### src/rtl/ocp_pkg.sv
package ocp_pkg;

  // Latch states: clear, inside the minimum hold window, waiting for the pin to read high
  typedef enum logic [1:0] {
    LT_IDLE = 2'd0,
    LT_HOLD = 2'd1,
    LT_WAIT = 2'd2
  } latch_st_e;

  // Counter width for a count range 0..n-1, never below one bit
  function automatic int unsigned cnt_w(input int unsigned n);
    return (n < 2) ? 1 : $clog2(n);
  endfunction

endpackage

### src/rtl/ocp_rst_sync.sv
module ocp_rst_sync #(
  parameter int unsigned STAGES = 2  // must be 2 or more
) (
  input  logic clk_i,
  input  logic rst_ni,
  output logic rst_no
);

  logic [STAGES-1:0] sync_q;
  logic [STAGES-1:0] sync_d;

  always_comb begin
    sync_d = {sync_q[STAGES-2:0], 1'b1};
  end

  always_ff @(posedge clk_i or negedge rst_ni) begin
    if (!rst_ni) begin
      sync_q <= '0;
    end else begin
      sync_q <= sync_d;
    end
  end

  assign rst_no = sync_q[STAGES-1];

endmodule

### src/rtl/ocp_trip_filter.sv
module ocp_trip_filter #(
  parameter int unsigned FILT_CYCLES = 8
) (
  input  logic clk_i,
  input  logic rst_ni,
  input  logic oc_i,
  output logic trip_o
);

  localparam int unsigned          CW   = $clog2(FILT_CYCLES + 1);
  localparam logic [CW-1:0]        CMAX = CW'(FILT_CYCLES);

  logic [CW-1:0] cnt_q;
  logic [CW-1:0] cnt_d;
  logic          cnt_en;

  // Saturating run-length counter, restarted by any low sample
  always_comb begin
    cnt_d  = cnt_q;
    cnt_en = 1'b0;
    if (!oc_i) begin
      cnt_d  = '0;
      cnt_en = (cnt_q != '0);
    end else if (cnt_q != CMAX) begin
      cnt_d  = cnt_q + 1'b1;
      cnt_en = 1'b1;
    end
  end

  always_ff @(posedge clk_i or negedge rst_ni) begin
    if (!rst_ni) begin
      cnt_q <= '0;
    end else if (cnt_en) begin
      cnt_q <= cnt_d;
    end
  end

  assign trip_o = (cnt_q == CMAX);


  trip_needs_oc_chk: assert property (@(posedge clk_i) disable iff (!rst_ni)
    $rose(trip_o) |-> $past(oc_i));


  low_sample_drops_trip_chk: assert property (@(posedge clk_i) disable iff (!rst_ni)
    !oc_i |=> !trip_o);

endmodule

### src/rtl/ocp_pin_delay.sv
module ocp_pin_delay #(
  parameter int unsigned STAGES = 3
) (
  input  logic clk_i,
  input  logic rst_ni,
  input  logic pin_i,
  output logic pin_o
);

  logic [STAGES-1:0] stg_q;
  logic [STAGES-1:0] stg_d;

  generate
    if (STAGES == 1) begin : g_single
      always_comb begin
        stg_d = pin_i;
      end
    end else begin : g_chain
      always_comb begin
        stg_d = {stg_q[STAGES-2:0], pin_i};
      end
    end
  endgenerate

  // Reset to "pin low" so the gates start disabled
  always_ff @(posedge clk_i or negedge rst_ni) begin
    if (!rst_ni) begin
      stg_q <= '0;
    end else begin
      stg_q <= stg_d;
    end
  end

  assign pin_o = stg_q[STAGES-1];

endmodule

### src/rtl/ocp_fault_latch.sv
module ocp_fault_latch
  import ocp_pkg::*;
#(
  parameter int unsigned HOLD_CYCLES = 32  // must be 2 or more
) (
  input  logic clk_i,
  input  logic rst_ni,
  input  logic trip_i,
  input  logic pin_hi_i,
  output logic fault_o,
  output logic hold_o
);

  localparam int unsigned   HW    = cnt_w(HOLD_CYCLES);
  localparam logic [HW-1:0] HLAST = HW'(HOLD_CYCLES - 1);

  latch_st_e     state_q;
  latch_st_e     state_d;
  logic [HW-1:0] hold_q;
  logic [HW-1:0] hold_d;
  logic          hold_en;

  always_comb begin
    state_d = state_q;
    hold_d  = hold_q;
    hold_en = 1'b0;
    unique case (state_q)
      LT_IDLE: begin
        if (trip_i) begin
          state_d = LT_HOLD;
          hold_d  = '0;
          hold_en = 1'b1;
        end
      end
      LT_HOLD: begin
        hold_en = 1'b1;
        if (hold_q == HLAST) begin
          hold_d  = '0;
          state_d = trip_i ? LT_HOLD : LT_WAIT;  // re-arm while still tripped
        end else begin
          hold_d  = hold_q + 1'b1;
        end
      end
      LT_WAIT: begin
        if (trip_i) begin                         // set wins over clear
          state_d = LT_HOLD;
          hold_d  = '0;
          hold_en = 1'b1;
        end else if (pin_hi_i) begin
          state_d = LT_IDLE;
        end
      end
      default: begin
        state_d = LT_IDLE;
        hold_d  = '0;
        hold_en = 1'b1;
      end
    endcase
  end

  always_ff @(posedge clk_i or negedge rst_ni) begin
    if (!rst_ni) begin
      state_q <= LT_IDLE;
    end else begin
      state_q <= state_d;
    end
  end

  always_ff @(posedge clk_i or negedge rst_ni) begin
    if (!rst_ni) begin
      hold_q <= '0;
    end else if (hold_en) begin
      hold_q <= hold_d;
    end
  end

  assign fault_o = (state_q != LT_IDLE);
  assign hold_o  = (state_q == LT_HOLD);


  fault_set_by_trip_chk: assert property (@(posedge clk_i) disable iff (!rst_ni)
    $rose(fault_o) |-> $past(trip_i));


  set_beats_clear_chk: assert property (@(posedge clk_i) disable iff (!rst_ni)
    (state_q == LT_WAIT && trip_i) |=> (state_q == LT_HOLD));


  hold_full_window_chk: assert property (@(posedge clk_i) disable iff (!rst_ni)
    $rose(state_q == LT_WAIT) |-> ($past(hold_q) == HLAST));


  clear_needs_pin_chk: assert property (@(posedge clk_i) disable iff (!rst_ni)
    $fell(fault_o) |-> ($past(pin_hi_i) && !$past(trip_i)));

endmodule

### src/rtl/ocp_fault_ctrl.sv
module ocp_fault_ctrl #(
  parameter int unsigned FILT_CYCLES = 8,
  parameter int unsigned HOLD_CYCLES = 32,
  parameter int unsigned PIN_DLY     = 3,
  parameter int unsigned RST_STAGES  = 2
) (
  input  logic clk_i,
  input  logic rst_ni,
  input  logic oc_cmp_i,
  input  logic pin_lvl_i,
  input  logic uv_vdd_i,
  input  logic uv_boot_i,
  input  logic gate_hi_i,
  input  logic gate_lo_i,
  output logic pin_pull_o,
  output logic gate_hi_o,
  output logic gate_lo_o
);

  logic rst_n_s;
  logic trip;
  logic pin_hi_dly;
  logic fault;
  logic hold;
  logic uv_any;
  logic gate_off;

  ocp_rst_sync #(
    .STAGES (RST_STAGES)
  ) i_rst_sync (
    .clk_i  (clk_i),
    .rst_ni (rst_ni),
    .rst_no (rst_n_s)
  );

  ocp_trip_filter #(
    .FILT_CYCLES (FILT_CYCLES)
  ) i_trip_filter (
    .clk_i  (clk_i),
    .rst_ni (rst_n_s),
    .oc_i   (oc_cmp_i),
    .trip_o (trip)
  );

  ocp_pin_delay #(
    .STAGES (PIN_DLY)
  ) i_pin_delay (
    .clk_i  (clk_i),
    .rst_ni (rst_n_s),
    .pin_i  (pin_lvl_i),
    .pin_o  (pin_hi_dly)
  );

  ocp_fault_latch #(
    .HOLD_CYCLES (HOLD_CYCLES)
  ) i_fault_latch (
    .clk_i    (clk_i),
    .rst_ni   (rst_n_s),
    .trip_i   (trip),
    .pin_hi_i (pin_hi_dly),
    .fault_o  (fault),
    .hold_o   (hold)
  );

  always_comb begin
    uv_any     = uv_vdd_i | uv_boot_i;
    pin_pull_o = hold | uv_any;
    gate_off   = fault | ~pin_hi_dly;
    gate_hi_o  = gate_hi_i & ~gate_off;
    gate_lo_o  = gate_lo_i & ~gate_off;
  end

endmodule

### config.mk
export PLATFORM = sky130hd
export DESIGN_NAME = ocp_fault_ctrl
export DESIGN_NICKNAME = d
export VERILOG_FILES = /design/src/rtl/ocp_pkg.sv /design/src/rtl/ocp_rst_sync.sv /design/src/rtl/ocp_trip_filter.sv /design/src/rtl/ocp_pin_delay.sv /design/src/rtl/ocp_fault_latch.sv /design/src/rtl/ocp_fault_ctrl.sv
export SDC_FILE = /design/constraint.sdc
export NUM_CORES = 1
export LEC_CHECK = 0
export BUFFER_PORTS_ARGS = -buffer_cell sky130_fd_sc_hd__buf_2
export CORE_MARGIN = 2
export CORE_UTILIZATION = 34
export DETAILED_ROUTE_END_ITERATION = 12
export MAX_ROUTING_LAYER = met4
export PLACE_DENSITY = 0.63
export SLEW_MARGIN = 25
export SYNTH_ARGS = -nofsm -noshare
export SYNTH_HDL_FRONTEND = slang
export SYNTH_SLANG_ARGS = --single-unit
### constraint.sdc
create_clock -name clk_i -period 1.19 [get_ports clk_i]
set_input_delay 0.2975 -clock clk_i [delete_from_list [all_inputs] [get_ports clk_i]]
set_output_delay 0.2975 -clock clk_i [all_outputs]
set_load 0.005 [all_outputs]
=== Word level (Yosys, flattened, before mapping) ===
Index checks and enable logic that the tools add are counted.

* Bits in registers: 16
* Input bits: 8
* Output and inout port bits: 3
* Logic and storage cells: 46

* Add/subtract/negate cells: 2
* Equality and inequality tests: 10
* Muxes and demuxes: 15
* Bitwise operators: 7
* Reductions and logical operators: 7

{| class="wikitable"
|+ Operator list
! kind !! number
|-
| two-way mux 2 bit || 5
|-
| two-way mux 5 bit || 2
|-
| one-hot mux 5 bit (2 select lines) || 1
|-
| two-way mux 4 bit || 2
|-
| != test 2 x 1 -> 1 bit (second input constant) || 4
|-
| one-hot mux 2 bit (3 select lines) || 1
|-
| adder 5 x 1 -> 5 bit (second input constant) || 1
|-
| equality test 5 bit (second input constant) || 1
|-
| adder 4 x 1 -> 4 bit (second input constant) || 1
|-
| equality test 4 bit (second input constant) || 1
|-
| two-way mux 1 bit || 4
|-
| != test 4 bit (second input constant) || 1
|-
| AND reduction 2 bit || 2
|-
| nonzero test 4 bit || 1
|-
| != test 3 x 2 -> 1 bit (second input constant) || 1
|-
| bitwise OR 1 bit || 3
|-
| AND reduction 3 bit || 1
|-
| bitwise AND 1 bit || 2
|-
| equality test 2 x 1 -> 1 bit (second input constant) || 1
|-
| equality test 2 bit (second input constant) || 1
|-
| zero test 2 bit || 1
|-
| NOT 1 bit || 2
|-
| nonzero test 2 bit || 1
|-
| OR reduction 2 bit || 1
|}

=== Depth between registers and ports, before layout ===
Gate-level depths: netlist of run 1.

* Word-level depth: 4
* Mapped depth: 6
* Depth with buffers taken out: 6

=== Modules after synthesis ===
A second synthesis of run 1 with hierarchy kept.

* Cells, all modules: 66
* Area total of the unflattened synthesis: 742.0 µm²

{| class="wikitable"
|+ Modules (own cells, without submodules)
! module !! times used !! cells each !! area each (µm²) !! seq. area each (µm²)
|-
| ocp_fault_latch || 1 || 33 || 357.8 || 175.2
|-
| ocp_trip_filter || 1 || 24 || 231.5 || 100.1
|-
| ocp_pin_delay || 1 || 3 || 75.1 || 75.1
|-
| ocp_rst_sync || 1 || 3 || 53.8 || 50.0
|-
| ocp_fault_ctrl || 1 || 3 || 23.8 || 0.0
|}

=== Worst setup path after synthesis of run 1 ===
Ideal clock, no wire load.

* Kind: reg-to-reg
* From: register i_fault_latch.hold_q[0]
* To: register i_fault_latch.hold_q[2]
* Library setup time: 66 ps
* Data arrival time: 1,457 ps
* Data required time: 1,124 ps
* Setup slack: -333 ps
* Cell stages (with the launch flop): 7
* Buffers on the path: 0
* Period minus slack after synthesis: 1,523 ps
* Cell sequence: dfrtp_1 ha_1 and3_1 ha_1 nor3b_4 and3b_1 a221o_1

* Cells in the longest elaborated chain, start to end: 3
* Elaborated cells between the ends (all ways): 4
* Those cells by class: add/sub: 1; eq/ne: 1; mux: 2

{| class="wikitable"
|+ RTL lines
! item !! line !! RTL
|-
| start, declared || ocp_fault_latch.sv:19 || <nowiki>logic [HW-1:0] hold_q;</nowiki>
|-
| start signal, assigned || ocp_fault_latch.sv:73 || <nowiki>hold_q <= hold_d;</nowiki>
|-
| adder 5 x 1 -> 5 bit or equality test 5 bit (tied branches) || ocp_fault_latch.sv:41, ocp_fault_latch.sv:37 ||
|-
| two-way mux 5 bit * || ocp_fault_latch.sv:37 || <nowiki>if (hold_q == HLAST) begin</nowiki>
|-
| one-hot mux 5 bit (2 select lines) * || ocp_fault_latch.sv:27 || <nowiki>unique case (state_q)</nowiki>
|}

Every way passes the cells marked *; elsewhere a longest branch is shown, timed or not.
A chain may end at the register's enable or synchronous reset.

=== Worst setup path in the final report of run 1 ===
* From: register i_fault_latch.state_q[0]
* To: output gate_hi_o

* Cells in the longest elaborated chain, start to end: 4

{| class="wikitable"
|+ RTL lines
! item !! line !! RTL
|-
| start, declared || ocp_fault_latch.sv:17 || <nowiki>latch_st_e state_q;</nowiki>
|-
| start signal, assigned || ocp_fault_latch.sv:65 || <nowiki>state_q <= state_d;</nowiki>
|-
| nonzero test 2 bit || ocp_fault_latch.sv:77 || <nowiki>assign fault_o = (state_q != LT_IDLE);</nowiki>
|-
| bitwise OR 1 bit || ocp_fault_ctrl.sv:68 || <nowiki>gate_off = fault | ~pin_hi_dly;</nowiki>
|-
| NOT 1 bit || ocp_fault_ctrl.sv:69 || <nowiki>gate_hi_o = gate_hi_i & ~gate_off;</nowiki>
|-
| bitwise AND 1 bit || ocp_fault_ctrl.sv:69 ||
|-
| end, declared || ocp_fault_ctrl.sv:16 || <nowiki>output logic gate_hi_o,</nowiki>
|}

No other way between the ends.

==> metrics.txt, run 1 <==
CTS buffer count 3; Die Span Y 50.9 um; Area growth, synth to finish 57.4%; fill cell instance count of the final layout 167; Yosys top cell by area dfrtp_1; drt drc 0; synthesized flop and latch total 16; number of flops mapped to enable cells by yosys 0; # Max-Cap Violations 0; fraction of registers with async set/reset 100%; run status finished, violations left; via count of the first global-routing pass 623; count of nets left with antenna violations after detail routing 0; failing checks negative setup slack; Overall Global Routing Usage 13.7%; number of placed instances with taps included 111; total number of vias 576; number of DRC markers after the initial detailed-route iteration 3; Hold Path Class input port to flop; global placer's final weighted congestion 0.838; mean instance size in the synthesized netlist 12.9 um2; power density over cell area 2120 nW/um2; number of clock sinks 16; clock transition at the register clock pins on the worst setup and hold paths after CTS 0.09 ns; synthesized netlist cell count 58; final critical delay including setup and external delays 1.54 ns; portion of the post-synthesis area used by sequential elements 53.5%; total number of yosys warnings 0; Max rail drop VDD 1.10 mV; most area-consuming cells after synthesis dfrtp_1, ha_1, xnor2_1, a22o_2, nand3b_4; Yosys top cell area share 53.5%; total chip power 2500 uW; post-route insts no fill 123; placeable core area 2020 um2; Worst Setup End Kind primary output; top achievable clock speed 0.648 GHz; Final HPWL DP 1080 um; post-synth net total 70; Startpoint Class flop; die boundary width 50.9 um; final count of negative-setup-slack endpoints 11; crit-path cells buf_6 -> nor4bb_2 -> buf_2; fraction of final layout cells sized beyond drive strength 1 65.6%; Site Rows 16; clock tree from TritonCTS built; final wirelength 1650 um; final worst clock skew 0.000840 ns; slowest cell on the critical path dfrtp_2; Die Outline Area 2590 um2; number of H-tree branching levels 1; Hold Worst Slack 0.123 ns; most frequently used flop master after synthesis dfrtp_1; synthesized area 748 um2; CP Max Fanout 3; fin crit share 130%; IO Pins 11; data required time of the critical path 0.89 ns; data arrival at the endpoint of the critical path 1.25 ns; worst setup path class flop to primary output; final setup margin -0.353 ns; count of antenna diodes in the layout 0; setup repair after global routing missed its margin true; buffers added on ports 10; initial antenna violation count 0; layout net count 109; clock latency on the worst-skew pair 0.28 ns; drt via density 4.68; first-pass GRT wire length 2590 um; leftover overflow at the end of global routing 0; synth unique cells 29; Synth top cells by count dfrtp_1, ha_1, inv_1, nand3_1, xnor2_1; maximum number of pins on one net before global-route repair 15; number of max-slew violations in the final report 0; Longest Clk Path Bufs 2; CTS root buf clkbuf_4; count of final hold-check violations 0; router iterations before antenna repair 2; Initial Util 37.0%; routed length per instance 13.4 um; Leak Pwr 0.000589 uW; top-count cell post-synth dfrtp_1; Max stage delay on crit path 0.42 ns; worst slack, placed -0.298 ns
cell type report:
class,count,area [um2],area share [%]
inverters,3,11.3,0.956
clock buffers,4,36.3,3.08
flip-flops and latches,16,402,34.1
multi-input cells,39,435,37.0
repair buffers,34,259,22.0
well taps,27,33.8,2.87
layer usage:
layer	vias up	part of all wire, %	GRT usage, %
met5	-	0	-
met4	0	1.1	4.05
met3	2	2.8	3.51
met2	10	54	23.2
met1	283	42	16.1
li1	281	-	-
path summary, 6_finish.rpt:
path                                                from                 endpoint  slack (ns)  cells past startpoint
worst max register to register   i_fault_latch.hold_q[0]  i_fault_latch.hold_q[2]       -0.31                      6
min in group asynchronous           i_rst_sync.sync_q[1]  i_fault_latch.hold_q[1]        0.17                      1
worst min-delay path                           pin_lvl_i     i_pin_delay.stg_q[0]        0.12                      1
worst max-delay path            i_fault_latch.state_q[0]                gate_hi_o       -0.35                      3
max in group asynchronous                         rst_ni     i_rst_sync.sync_q[1]        0.78                      2
worst min register to register      i_rst_sync.sync_q[1]  i_fault_latch.hold_q[1]        0.17                      1
placed cells by master (no fill, tap or decap), types with 2 or more instances in the layout:
cell type,instances
buf_2,10
and3_4,3
inv_2,2
a22o_4,2
clkbuf_4,3
buf_4,16
ha_4,2
dfrtp_1,15
ha_2,2
buf_6,7
nor2b_4,2
xnor2_1,3
nand3_1,2
state kept, by name, summed over array words and instances (netlist names):
signal	cells
i_fault_latch.hold_q	5
i_fault_latch.state_q	2
i_pin_delay.stg_q	3
i_rst_sync.sync_q	2
i_trip_filter.cnt_q	4
where the power goes:
group | internal, uW | switching [uW] | total [uW]
Sequential | 688 | 100 | 788
Combinational | 859 | 501 | 1360
Clock | 186 | 167 | 353
logic make-up (layout without fill, tap and decap cells):
logic type / Yosys count / count (layout) / synth area share, %
AND/OR/NAND/NOR: 20 / 20 / 22.1
flip-flops: 16 / 16 / 53.5
AO/OA/AOI/OAI: 9 / 9 / 9.53
adder cells (fa/ha/maj): 4 / 4 / 6.69
XOR/XNOR: 4 / 4 / 4.68
buffers and inverters: 3 / 41 / 1.50
other: 1 / 1 / 0.501
multiplexers: 1 / 1 / 1.50
worst max-delay path: cells and delay by family, from the launching register on:
family | cells | cell delay, ns
flip-flops | 1 | 0.42
buffers and inverters | 2 | 0.28
AND/OR/NAND/NOR | 1 | 0.26
stage by stage:
stage / TNS (ns) / area, um2 / util [%]
after floorplan: -0.833 / 754 / -
after global placement: -1.36 / 958 / 47.4
after detailed placement: -1.74 / 958 / 47.4
after CTS: -2.28 / 1100 / 54.4
after global routing: -3.10 / 1180 / 58.2
final: -2.47 / 1180 / 58.2
repair_timing:
action,4_1_cts,5_1_grt
gates resized for setup,17,12
setup endpoints to repair,13,13
hold buffers,1,0
endpoints found under the hold margin,2,0
buffers inserted,3,4
pin swaps,10,2
gates cloned,0,0
Power figures use the tool's default switching activity.
==> run 2, diff against run 1 <==
--- a/config.mk
+++ b/config.mk
@@ -5,12 +5,12 @@
 export SDC_FILE = /design/constraint.sdc
 export NUM_CORES = 1
 export LEC_CHECK = 0
-export BUFFER_PORTS_ARGS = -buffer_cell sky130_fd_sc_hd__buf_2
 export CORE_MARGIN = 2
 export CORE_UTILIZATION = 34
 export DETAILED_ROUTE_END_ITERATION = 12
+export DONT_BUFFER_PORTS = 1
 export MAX_ROUTING_LAYER = met4
-export PLACE_DENSITY = 0.63
+export PLACE_DENSITY = 0.59
 export SLEW_MARGIN = 25
 export SYNTH_ARGS = -nofsm -noshare
 export SYNTH_HDL_FRONTEND = slang
==> metrics.txt, run 2 (synthesized netlist as in run 1, its figures left out) <==
run status finished, violations left; failing checks negative setup slack; final worst clock skew 0.0104 ns (+0.00961 ns); routed length per instance 15.2 um (+13%); Site Rows 16 (unchanged); setup repair after global routing missed its margin true; Worst Setup End Kind primary output; count of final hold-check violations 0 (unchanged); number of DRC markers after the initial detailed-route iteration 7 (+4); Initial Util 37.0% (unchanged); buffers added on ports 0 (-10); count of nets left with antenna violations after detail routing 0 (unchanged); Startpoint Class flop; via count of the first global-routing pass 588 (-5.6%); CTS buffer count 3 (unchanged); IO Pins 11 (unchanged); final wirelength 1750 um (+5.9%); Longest Clk Path Bufs 2 (unchanged); power density over cell area 2170 nW/um2 (+2.1%); layout net count 101 (-7.3%); count of antenna diodes in the layout 0 (unchanged); drt via density 4.77 (+1.8%); register-to-register setup slack -0.30 ns (about the same); final critical delay including setup and external delays 1.49 ns (-0.0497 ns); sum of negative setup slack -2.59 ns (-0.113 ns); maximum number of pins on one net before global-route repair 15 (unchanged); data arrival at the endpoint of the critical path 1.20 ns (-0.05 ns); # Max-Cap Violations 0 (unchanged); placeable core area 2020 um2 (unchanged); highest metal layer with signal wires met4; clock latency on the worst-skew pair 0.30 ns (+0.02 ns); routed wire length on met2 993 um (+11%); CP Max Fanout 3 (unchanged); Detail Route met3 WL 76 um (+62%); Die Outline Area 2590 um2 (unchanged); global placer's final weighted congestion 0.741 (-12%); fraction of final layout cells sized beyond drive strength 1 62.5% (-3.1 points); placed inst area 893 um2 (-6.8%); die boundary width 50.9 um (unchanged); top library cells by usage in the layout, fill and taps aside buf_4, dfrtp_1, buf_6; final setup margin -0.304 ns (+0.0497 ns); Final HPWL DP 959 um (-11%); Leak Pwr 0.000561 uW (-4.8%); total number of vias 548 (-4.9%); clock tree from TritonCTS built; number of max-slew violations in the final report 0 (unchanged); Finished Core Util 57.5% (-0.74 points); most common cell after layout, fill and taps aside buf_4; Die Span Y 50.9 um (unchanged); first-pass GRT wire length 2760 um (+6.7%); leftover overflow at the end of global routing 0 (unchanged); worst slack, placed -0.310 ns (-0.0127 ns); number of clock sinks 16 (unchanged); register with the most flip-flops i_fault_latch.hold_q; Area growth, synth to finish 55.4%; fin crit share 126% (-4.2 points); clock transition at the register clock pins on the worst setup and hold paths after CTS 0.10 ns (about the same); CTS root buf clkbuf_4; Hold Worst Slack 0.0276 ns (-0.0956 ns); drt drc 0 (unchanged); final instance area 1160 um2 (-1.3%); data required time of the critical path 0.89 ns (about the same); Overall Global Routing Usage 15.6% (+1.9 points); flip-flop count of the largest register after layout 5 (unchanged); Post-Route M1 WL 665 um (-3.6%); router iterations before antenna repair 4 (+2); number of H-tree branching levels 1 (unchanged); initial antenna violation count 0 (unchanged); Max rail drop VDD 1.20 mV (+9.7%); top achievable clock speed 0.670 GHz (+3.3%); Hold Path Class input port to flop; Regs by FF count i_fault_latch.hold_q: 5 flops, i_trip_filter.cnt_q: 4 flops, i_pin_delay.stg_q: 3 flops; final count of negative-setup-slack endpoints 11 (unchanged); worst setup path class flop to primary output
[run 2: final timing paths]
check / depth (start not counted) / endpoint / from
max reg2reg: 6 / i_fault_latch.hold_q[2] / i_fault_latch.hold_q[1]
max: 2 / pin_pull_o / i_fault_latch.state_q[0]
max in group asynchronous: 1 / i_fault_latch.state_q[0] / i_rst_sync.sync_q[1]
min: 0 / i_pin_delay.stg_q[0] / pin_lvl_i
min reg2reg: 1 / i_fault_latch.hold_q[1] / i_rst_sync.sync_q[1]
min in group asynchronous: 1 / i_fault_latch.hold_q[1] / i_rst_sync.sync_q[1]
[run 2: timing repair]
item,4_1_cts,5_1_grt
resized for setup,21,11
buffers inserted,7,5
cloned,0,0
pin swaps,10,8
hold endpoints to repair,2,0
hold buffers,1,0
setup endpoints to repair,13,13
[run 2: critical path, stage by stage, from the launching register on]
cell	delay, ns
dfrtp_2	0.44
nor2b_4	0.13
or3_4	0.33
[run 2: metal layers]
layer	up-vias	global-route usage (%)
met3	2	5.56
li1	266	-
met2	13	26.0
met4	0	6.76
met5	-	-
met1	267	16.6
[run 2: power by group]
group	internal (uW)	switching, uW
registers	688	110
clock network	187	185
logic	854	500
total	1730	794
[run 2: layout make-up]
type,instances,area [um2]
Clock buffer,4,36.3
Fill cell,170,860
Inverter,3,11.3
Multi-Input combinational cell,39,447
Sequential cell,16,403
Tap cell,27,33.8
Timing Repair Buffer,26,231
[run 2: through the flow]
stage	power (uW)	std cells
floorplan	1260	58
global placement	1590	99
detailed placement	1610	99
CTS	2320	111
global route	2670	115
finish	2520	115
==> run 3, diff against run 2 <==
--- a/config.mk
+++ b/config.mk
@@ -10,7 +10,8 @@
 export DETAILED_ROUTE_END_ITERATION = 12
 export DONT_BUFFER_PORTS = 1
 export MAX_ROUTING_LAYER = met4
-export PLACE_DENSITY = 0.59
+export PLACE_DENSITY = 0.57
+export SKIP_CTS_REPAIR_TIMING = 1
 export SLEW_MARGIN = 25
 export SYNTH_ARGS = -nofsm -noshare
 export SYNTH_HDL_FRONTEND = slang
==> constraint.sdc (replaced) <==
create_clock -name clk_i -period 1.89 [get_ports clk_i]
set_input_delay 0.4725 -clock clk_i [delete_from_list [all_inputs] [get_ports clk_i]]
set_output_delay 0.4725 -clock clk_i [all_outputs]
set_load 0.005 [all_outputs]
==> metrics.txt, run 3 (synthesized netlist as in run 1, its figures left out) <==
Area growth, synth to finish 10.7%; Overall Global Routing Usage 11.1% (-4.5 points); Worst-Margin Slew 0.568 ns; number of DRC markers after the initial detailed-route iteration 9 (+2); total number of vias 454 (-17%); final count of negative-setup-slack endpoints 0 (-11); top achievable clock speed 0.559 GHz; data arrival at the endpoint of the critical path 1.32 ns (+0.12 ns); Initial Util 37.0% (unchanged); final instance area 828 um2 (-29%); Die Span Y 50.9 um (unchanged); number of H-tree branching levels 1 (unchanged); number of max-slew violations in the final report 0 (unchanged); Hold Path Class input port to flop; total buffers and inverters traversed by the critical path 0 (unchanged); flip-flop count of the largest register after layout 5 (unchanged); router iterations before antenna repair 4 (unchanged); post-route insts no fill 90 (-22%); Max stage delay on crit path 0.49 ns (+0.05 ns); Startpoint Class flop; first-pass GRT wire length 1990 um (-28%); count of nets left with antenna violations after detail routing 0 (unchanged); top library cells by usage in the layout, fill and taps aside dfrtp_1, ha_1; count of antenna diodes in the layout 0 (unchanged); Max rail drop VDD 0.578 mV (-52%); global placer's final weighted congestion 0.735 (-0.81%); run status completed; layout net count 76 (-25%); IO Pins 11 (unchanged); drt via density 5.04 (+5.9%); CTS root buf clkbuf_4; cell depth of the worst min-delay path 0 (unchanged); CP Max Fanout 8 (+5); number of clock sinks 16 (unchanged); register with the most flip-flops i_fault_latch.hold_q; placeable core area 2020 um2 (unchanged); setup repair after global routing missed its margin false; routed length per instance 13.1 um (-14%); hold worst-path end i_pin_delay.stg_q[0]; Final HPWL DP 839 um (-13%); Longest Clk Path Bufs 2 (unchanged); clock latency on the worst-skew pair 0.29 ns (about the same); drt drc 0 (unchanged); crit-path cells nor2b_1 -> or3_1; leftover overflow at the end of global routing 0 (unchanged); Die Outline Area 2590 um2 (unchanged); # Max-Cap Violations 0 (unchanged); fin crit share 94.6%; Regs by FF count i_fault_latch.hold_q: 5 flops, i_trip_filter.cnt_q: 4 flops, i_pin_delay.stg_q: 3 flops; clock transition at the register clock pins on the worst setup and hold paths after CTS 0.10 ns (about the same); number of cells on the worst reg-to-reg path 6 (unchanged); slowest cell on the critical path dfrtp_1; clock tree from TritonCTS built; RR Startpoint i_fault_latch.hold_q[0]; final wirelength 1180 um (-33%); fraction of final layout cells sized beyond drive strength 1 22.2% (-40 points); startpoint of the worst hold path pin_lvl_i; count of final hold-check violations 0 (unchanged); data required time of the critical path 1.42 ns (+0.53 ns); power density over cell area 1300 nW/um2 (-40%); max-slew headroom at the worst pin 62.2%; Site Rows 16 (unchanged); Worst Setup End Kind primary output; final setup margin 0.102 ns (+0.406 ns); total chip power 1080 uW (-57%); most common cell after layout, fill and taps aside dfrtp_1; number of placed instances with taps included 85 (-14%); endpoint of the worst register-to-register path i_fault_latch.hold_q[2]; Leak Pwr 0.000414 uW (-26%); cell family with the largest share of critical-path delay simple AND/OR/NAND/NOR gates; worst setup path class flop to primary output; CTS buffer count 3 (unchanged); placed inst area 782 um2 (-12%); final worst clock skew 0.00682 ns (-0.00363 ns); buffers added on ports 0 (unchanged); worst slack, placed 0.228 ns (+0.539 ns); final critical delay including setup and external delays 1.79 ns; via count of the first global-routing pass 441 (-25%); register-to-register setup slack 0.22 ns (+0.52 ns); die boundary width 50.9 um (unchanged); sum of negative setup slack 0 ns (+2.59 ns); maximum number of pins on one net before global-route repair 15 (unchanged); initial antenna violation count 0 (unchanged)
==> run 3: layout make-up <==
| type | count | area, um2 |
|---|---|---|
| Timing Repair Buffer | 1 | 10.0 |
| Sequential cell | 16 | 400 |
| Multi-Input combinational cell | 39 | 337 |
| Tap cell | 27 | 33.8 |
| Fill cell | 205 | 1190 |
| Clock buffer | 4 | 36.3 |
| Inverter | 3 | 11.3 |
==> run 3: per-layer routing <==
layer  part of all wire, %  track usage (%)  routed length (um)  up-vias
met5                     0                -                   0        -
met1                    43             11.5                 501      224
met4                   1.9             5.41                  22        0
met3                   5.9             5.26                  69        2
li1                      -                -                   -      217
met2                    50             17.5                 585       11
==> run 3: worst max-delay path by stage <==
| stage | from | endpoint | slack, ns | cells past startpoint |
|---|---|---|---|---|
| floorplan | i_fault_latch.hold_q[0] | i_fault_latch.hold_q[2] | 0.37 | 6 |
| global placement | i_fault_latch.hold_q[0] | i_fault_latch.hold_q[2] | 0.26 | 6 |
| detailed placement | i_fault_latch.hold_q[0] | i_fault_latch.hold_q[2] | 0.23 | 6 |
| CTS | i_fault_latch.state_q[0] | pin_pull_o | 0.08 | 2 |
| global route | i_fault_latch.state_q[0] | pin_pull_o | 0.03 | 2 |
| finish | i_fault_latch.state_q[0] | pin_pull_o | 0.10 | 2 |
==> run 3: metrics by stage <==
step,utilization (%),hold WS [ns]
after floorplan,-,0.174
after global placement,38.7,0.177
after detailed placement,38.7,0.177
after CTS,40.5,-0.148
after global routing,41.0,0.183
final,41.0,0.206
==> run 3: power by group <==
part,internal [uW],total (uW),switching [uW]
registers,431,533,102
logic,190,319,129
clock network,117,227,110
==> run 3: worst register-to-register path, cell delays in order, from the launching register on <==
cell and delay (ns):
dfrtp_1 0.41, ha_1 0.22, and3_1 0.15, ha_1 0.22, nor3b_4 0.30, and3b_1 0.20
a221o_1 0.11
